File: src/rtl/ssec_pkg.sv
// Shared constants for the seconds timer: register word addresses and
// the bit positions of the mode and status fields.
// Assumes a word-addressed register bus of ADDR_W bits.
package ssec_pkg;
    localparam int ADDR_W = 3;

    typedef enum logic [ADDR_W-1:0] {
        A_MODE   = 3'd0,
        A_ALARM  = 3'd1,
        A_COUNT  = 3'd2,
        A_STATUS = 3'd3,
        A_RETAIN = 3'd4
    } reg_addr_t;

    localparam int B_ALM_EN  = 16;
    localparam int B_INC_EN  = 17;
    localparam int B_RESTART = 18;
    localparam int B_ALM_ST  = 0;
    localparam int B_INC_ST  = 1;
endpackage

File: src/rtl/ssec_prescaler.sv
// Divides slow_tick pulses by a programmable divisor.
// wrap is high for the tick that completes a period. A divisor of 0
// divides by 2**PRESC_W, because divisor-1 wraps to all ones.
// Assumes slow_tick is already synchronous to clk.
module ssec_prescaler #(
    parameter int PRESC_W = 16
) (
    input  logic               clk,
    input  logic               rst_n,
    input  logic               restart,
    input  logic               slow_tick,
    input  logic [PRESC_W-1:0] divisor,
    output logic               wrap
);
    logic [PRESC_W-1:0] phase;
    logic [PRESC_W-1:0] last;

    // terminal phase of one period
    assign last = divisor - PRESC_W'(1);
    // >= so that lowering the divisor mid-period cannot strand the phase
    assign wrap = slow_tick && !restart && (phase >= last);

    // phase counter: restart zeroes it, a wrap returns it to zero
    always_ff @(posedge clk) begin
        if (!rst_n || restart) begin
            phase <= '0;
        end else if (slow_tick) begin
            phase <= wrap ? '0 : phase + PRESC_W'(1);
        end
    end
endmodule

File: src/rtl/ssec_counter.sv
// Up-counter with an alarm comparator. hit pulses when the coming
// increment makes the counter equal to the alarm value, so the alarm
// flag sets on the same edge the counter reaches it.
module ssec_counter #(
    parameter int CNT_W = 32
) (
    input  logic             clk,
    input  logic             rst_n,
    input  logic             restart,
    input  logic             inc,
    input  logic [CNT_W-1:0] alarm,
    output logic [CNT_W-1:0] count,
    output logic             hit
);
    logic [CNT_W-1:0] next_val;

    // value the counter takes on an increment
    assign next_val = count + CNT_W'(1);
    // match detection on the advance only
    assign hit = inc && (next_val == alarm);

    // counter register: restart has priority over an increment
    always_ff @(posedge clk) begin
        if (!rst_n || restart) begin
            count <= '0;
        end else if (inc) begin
            count <= next_val;
        end
    end
endmodule

File: src/rtl/ssec_status.sv
// Sticky event flags with clear-on-read. An event that arrives in the
// same cycle as the clearing read wins, so it is never lost.
module ssec_status #(
    parameter int N_EV = 2
) (
    input  logic            clk,
    input  logic            rst_n,
    input  logic [N_EV-1:0] events,
    input  logic            rd_clr,
    output logic [N_EV-1:0] flags
);
    // one sticky bit per event source
    for (genvar i = 0; i < N_EV; i++) begin : g_flag
        always_ff @(posedge clk) begin
            if (!rst_n) begin
                flags[i] <= 1'b0;
            end else if (events[i]) begin
                flags[i] <= 1'b1;
            end else if (rd_clr) begin
                flags[i] <= 1'b0;
            end
        end
    end
endmodule

File: src/rtl/sec_timer.sv
// Seconds timer top: register file, read mux and interrupt.
// Assumes single-cycle bus accesses and a slow_tick already in the clk domain.
module sec_timer
    import ssec_pkg::*;
#(
    parameter int          DATA_W    = 32,
    parameter int          PRESC_W   = 16,
    parameter logic [15:0] PRESC_RST = 16'd32768
) (
    input  logic                    clk,
    input  logic                    rst_n,
    input  logic                    slow_tick,
    input  logic                    bus_sel,
    input  logic                    bus_we,
    input  logic [ssec_pkg::ADDR_W-1:0] bus_addr,
    input  logic [DATA_W-1:0]       bus_wdata,
    output logic [DATA_W-1:0]       bus_rdata,
    output logic                    irq
);
    localparam int N_EV = 2;

    logic [PRESC_W-1:0] divisor;
    logic               alm_en;
    logic               inc_en;
    logic [DATA_W-1:0]  alarm;
    logic [DATA_W-1:0]  retain;
    logic [DATA_W-1:0]  count;
    logic [N_EV-1:0]    flags;
    logic               wr, rd;
    logic               restart;
    logic               wrap;
    logic               hit;
    logic               rd_clr;
    logic               retain_we;

    // access decode
    assign wr        = bus_sel && bus_we;
    assign rd        = bus_sel && !bus_we;
    assign restart   = wr && (bus_addr == A_MODE) && bus_wdata[B_RESTART];
    assign rd_clr    = rd && (bus_addr == A_STATUS);
    assign retain_we = wr && (bus_addr == A_RETAIN);

    // mode and alarm registers; the restart bit is not stored
    always_ff @(posedge clk) begin
        if (!rst_n) begin
            divisor <= PRESC_W'(PRESC_RST);
            alm_en  <= 1'b0;
            inc_en  <= 1'b0;
            alarm   <= '1;
        end else if (wr) begin
            if (bus_addr == A_MODE) begin
                divisor <= bus_wdata[PRESC_W-1:0];
                alm_en  <= bus_wdata[B_ALM_EN];
                inc_en  <= bus_wdata[B_INC_EN];
            end
            if (bus_addr == A_ALARM) begin
                alarm <= bus_wdata;
            end
        end
    end

    // retained offset register, software only
    always_ff @(posedge clk) begin
        if (!rst_n) begin
            retain <= '0;
        end else if (retain_we) begin
            retain <= bus_wdata;
        end
    end

    ssec_prescaler #(.PRESC_W(PRESC_W)) u_presc (
        .clk(clk), .rst_n(rst_n), .restart(restart),
        .slow_tick(slow_tick), .divisor(divisor), .wrap(wrap)
    );

    ssec_counter #(.CNT_W(DATA_W)) u_cnt (
        .clk(clk), .rst_n(rst_n), .restart(restart),
        .inc(wrap), .alarm(alarm), .count(count), .hit(hit)
    );

    ssec_status #(.N_EV(N_EV)) u_stat (
        .clk(clk), .rst_n(rst_n), .events({wrap, hit}),
        .rd_clr(rd_clr), .flags(flags)
    );

    // read mux
    always_comb begin
        bus_rdata = '0;
        case (bus_addr)
            A_MODE: begin
                bus_rdata[PRESC_W-1:0] = divisor;
                bus_rdata[B_ALM_EN]    = alm_en;
                bus_rdata[B_INC_EN]    = inc_en;
            end
            A_ALARM:  bus_rdata = alarm;
            A_COUNT:  bus_rdata = count;
            A_STATUS: bus_rdata[N_EV-1:0] = flags;
            A_RETAIN: bus_rdata = retain;
            default:  bus_rdata = '0;
        endcase
    end

    // interrupt: each flag gated by the enable 16 bits above it
    assign irq = (flags[B_ALM_ST] && alm_en) || (flags[B_INC_ST] && inc_en);
endmodule

File: config.mk
export PLATFORM = sky130hd
export DESIGN_NAME = sec_timer
export DESIGN_NICKNAME = d
export VERILOG_FILES = /design/src/rtl/ssec_pkg.sv /design/src/rtl/ssec_prescaler.sv /design/src/rtl/ssec_counter.sv /design/src/rtl/ssec_status.sv /design/src/rtl/sec_timer.sv
export SDC_FILE = /design/constraint.sdc
export NUM_CORES = 1
export LEC_CHECK = 0
export ABC_AREA = 0
export BUFFER_PORTS_ARGS = -buffer_cell sky130_fd_sc_hd__buf_2
export CORE_UTILIZATION = 40
export CTS_CLUSTER_SIZE = 16
export DETAILED_ROUTE_END_ITERATION = 10
export HOLD_SLACK_MARGIN = 0.05
export MAX_ROUTING_LAYER = met4
export PLACE_DENSITY = 0.67
export SYNTH_ARGS = -nofsm -noshare
export SYNTH_HDL_FRONTEND = slang
export SYNTH_SLANG_ARGS = --single-unit
File: constraint.sdc
create_clock -name clk -period 4.5 [get_ports clk]
set_clock_uncertainty 0.15 [all_clocks]
set_input_delay 0.675 -clock clk [delete_from_list [all_inputs] [get_ports clk]]
set_output_delay 0.675 -clock clk [all_outputs]
set_load 0.02 [all_outputs]
==> results.json <==
{
  "status": "completed",
  "setup_ws_ps": 541.8,
  "groute.layer.met1.usage": 0.3361,
  "path_buf_inv": 3,
  "io_pins": 73,
  "worst_pin_slew_ps": 904.2,
  "clkTransAtPathRegs_ps": 60,
  "place.port_buffers": 72,
  "max_slew_margin": 0.3955,
  "synth_seq_area_share": 0.3503,
  "power_frac_comb": 0.077,
  "grtUsageMet2": 0.3446,
  "synth-main-ff-cell": "dfxtp_1",
  "ctsHtreeMaxLevel": 4,
  "setup_viol": 0,
  "cts_sinks": 132,
  "ys_ff_latch": 132,
  "grt_start_max_net_pins": 72,
  "fp-row-count": 49,
  "pwr-share-seq": 0.432,
  "grt_pass1_vias": 6465,
  "antenna_found_initial": 0,
  "gp_congestion": 0.9280,
  "final.min_clock_period_ps": 3958,
  "p_sw_uw": 661.9,
  "place_ws_ps": 546.7,
  "num_antenna_cells": 0,
  "fp.dieH_um": 139.3,
  "slowest_delay_ps": 520,
  "use_met3": 0.04026,
  "synth_edf_count": 0,
  "syn-num-nets": 1023,
  "endpoint_kind": "flip-flop",
  "p_total_uw": 2776,
  "post-cts-setup-buffer-count": 0,
  "critPathSlowestCell": "or4_1",
  "p_int_uw": 2114,
  "ctsHoldBuffers": 0,
  "r2r_setup_slack_ps": 540,
  "placed_area_um2": 8050,
  "cts_tree": "yes",
  "drive_above_1_share": 0.1314,
  "dieWidth_um": 139.3,
  "final_common_cell": "nand2_1",
  "first_pass_iters": 6,
  "required_ps": 4700,
  "syn2layout_area_growth_pct": 14.40,
  "cts_resized": 0,
  "grt_usage": 0.2418,
  "hold_start": "retain[16]$_SDFFE_PN0P_",
  "layout_common_cells": "nand2_1, dfxtp_1, buf_2",
  "report.final.slew_viol_count": 0,
  "nets": 1058,
  "critical_path.top_delay_family": "simple AND/OR/NAND/NOR gates",
  "synth.distinct_cells": 59,
  "syn_area_um2": 7543,
  "swShare": 0.2385,
  "clk_path_buf_depth": 2,
  "grt_busiest_layer": "met2",
  "fmax_mhz": 252.6,
  "vias": 7080,
  "grt_overflow": 0,
  "leakage_uw": 0.003398,
  "drc": 0,
  "synth.avg_cell_area_um2": 7.825,
  "hold_violations": 0,
  "cts_buffers": 17,
  "design.core.area_um2": 18210,
  "power.share.clock": 0.491,
  "power_density_nw_per_um2": 321.7,
  "fin_tns_setup_ps": 0,
  "final_area_um2": 8630,
  "cp_cell_sequence": "inv_1 -> ha_1 -> inv_1 -> or4_1 -> nor3_1 -> nand2b_1 -> nor4_1 -> xnor2_1 -> ha_1 -> nor2b_1 -> o41a_1 -> nor2_1 -> buf_4 -> nand3_1 -> nor2_1",
  "async_flop_share": 0,
  "min_period_over_period": 0.8796,
  "rr_endpoint": "u_presc.phase[4]$_SDFFE_PP0P_",
  "crit_arrival_ps": 4160,
  "rsz0062_at_grt": "no",
  "whs_endpoint": "retain[16]$_SDFFE_PN0P_",
  "yosys_warnings": 0,
  "wirelength_mm": 22.46,
  "critical_path_depth": 15,
  "postRouteAntennaNets": 0,
  "cp-start-kind": "flip-flop",
  "hpwl_mm": 16.25,
  "worstRegToRegCells": 15,
  "initial_utilization": 0.4143,
  "vias_per_cell": 5.705,
  "insertion_delay_ps": 420,
  "ir_worst_vdd_uv": 247.1,
  "cts_root_buf": "clkbuf_16",
  "max_cap_viol_count": 0,
  "syn_inst": 964,
  "worstSetupPathType": "flip-flop to flip-flop",
  "rr_startpoint": "divisor[0]$_SDFFE_PN0P_",
  "critical_path_peak_fanout": 14,
  "dieArea_um2": 19410,
  "grt_pass1_wl_mm": 35.67,
  "drtIter0Drc": 695,
  "min_path_cells": 2,
  "hold_class": "flip-flop to flip-flop",
  "wl_per_cell_um": 18.10
}
## worst register-to-register path, cell delays in order, from the launching register on
cell and delay [ps]:
dfxtp_1 350, inv_1 100, ha_1 190, inv_1 70, or4_1 530, nor3_1 280
nand2b_1 110, nor4_1 240, xnor2_1 160, ha_1 260, nor2b_1 140, o41a_1 380
nor2_1 110, buf_4 160, nand3_1 410, nor2_1 220
## layout make-up
| cell class | instances | area [um^2] |
|---|---|---|
| sequential | 132 | 2643 |
| clock buffer | 22 | 474.2 |
| multi-input combinational | 748 | 4592 |
| timing repair buffer | 89 | 488.0 |
| inverter | 11 | 41.29 |
| clock inverter | 10 | 105.1 |
| tap | 229 | 286.5 |
| fill | 1801 | 9579 |
## through the flow
step             util  hold WS, ps  instances
6_report       0.4739        314.4       1241
5_1_grt        0.4739        327.8       1241
2_1_floorplan       -        293.1        964
3_3_place_gp   0.4421        302.8       1209
3_5_place_dp   0.4421        308.7       1209
4_1_cts        0.4739        316.6       1241
## state kept, by name (all words and copies together), names as in the netlist
name,cells
alarm,32
retain,32
u_cnt.count,32
divisor,16
u_presc.phase,16
u_stat.flags,2
alm_en,1
inc_en,1
## worst max path at each step
| stage | end | from | slack [ps] |
|---|---|---|---|
| 2_1_floorplan | u_presc.phase[10]$_SDFFE_PP0P_ | divisor[0]$_SDFFE_PN0P_ | 840 |
| 3_5_place_dp | u_presc.phase[5]$_SDFFE_PP0P_ | divisor[0]$_SDFFE_PN0P_ | 550 |
| 6_report | u_presc.phase[4]$_SDFFE_PP0P_ | divisor[0]$_SDFFE_PN0P_ | 540 |
| 3_3_place_gp | u_presc.phase[2]$_SDFFE_PP0P_ | divisor[0]$_SDFFE_PN0P_ | 660 |
| 5_1_grt | u_presc.phase[9]$_SDFFE_PP0P_ | divisor[0]$_SDFFE_PN0P_ | 170 |
| 4_1_cts | u_presc.phase[5]$_SDFFE_PP0P_ | divisor[0]$_SDFFE_PN0P_ | 550 |
## metal layers
| layer | vias up | routed length, um |
|---|---|---|
| li1 | 3425 | - |
| met1 | 3365 | 10600 |
| met2 | 248 | 9752 |
| met3 | 42 | 1452 |
| met4 | 0 | 654 |
| met5 | - | 0 |
## cell families after synthesis
group / synth area share
DFF: 0.3503
AOI/OAI and AO/OA: 0.1874
buffers and inverters: 0.04379
adders and majority gates: 0.03151
and+or+nand+nor: 0.2589
xor gates and xnor gates: 0.1196
muxes: 0.008459
## Yosys cell counts (2+ instances only)
| master | instances | area [um^2] |
|---|---|---|
| a21oi_1 | 11 | 55.05 |
| nand4_1 | 19 | 118.9 |
| or4_1 | 6 | 45.04 |
| nand3_1 | 51 | 255.2 |
| and4_1 | 3 | 26.28 |
| and2_1 | 2 | 12.51 |
| o211ai_1 | 11 | 82.58 |
| a41oi_1 | 2 | 17.52 |
| o31ai_1 | 2 | 15.01 |
| a21o_1 | 4 | 30.03 |
| mux2i_1 | 3 | 30.03 |
| nor3_2 | 2 | 20.02 |
| a21boi_0 | 50 | 375.4 |
| a221o_1 | 16 | 160.2 |
| dfxtp_1 | 132 | 2643 |
| a22o_1 | 18 | 157.7 |
| nand4_4 | 2 | 42.54 |
| a31oi_1 | 6 | 37.54 |
| ha_1 | 19 | 237.7 |
| nor3_1 | 18 | 90.09 |
| xnor2_1 | 42 | 367.9 |
| o21ai_0 | 39 | 195.2 |
| o21bai_1 | 4 | 30.03 |
| buf_2 | 8 | 40.04 |
| a211o_1 | 2 | 17.52 |
| inv_1 | 11 | 41.29 |
| clkbuf_1 | 62 | 232.7 |
| and3_1 | 13 | 81.33 |
| nor3b_1 | 3 | 22.52 |
| nor2_1 | 71 | 266.5 |
| nor4_1 | 7 | 43.79 |
| o2111ai_1 | 4 | 35.03 |
| nor2b_1 | 7 | 43.79 |
| nand2b_1 | 5 | 31.28 |
| nand2_1 | 209 | 784.5 |
| xor2_1 | 61 | 534.3 |
| or3_1 | 4 | 25.02 |
| a22oi_1 | 14 | 105.1 |
## power groups by stage
stage                     clock (uW)  sequential, uW  combinational [uW]
after floorplan                    0            1220                 133
after global placement             0            1220                 208
after detailed placement           0            1220                 211
after CTS                       1380            1200                 212
after global routing            1430            1200                 232
final                           1360            1200                 214
Power figures use the tool's default switching activity.
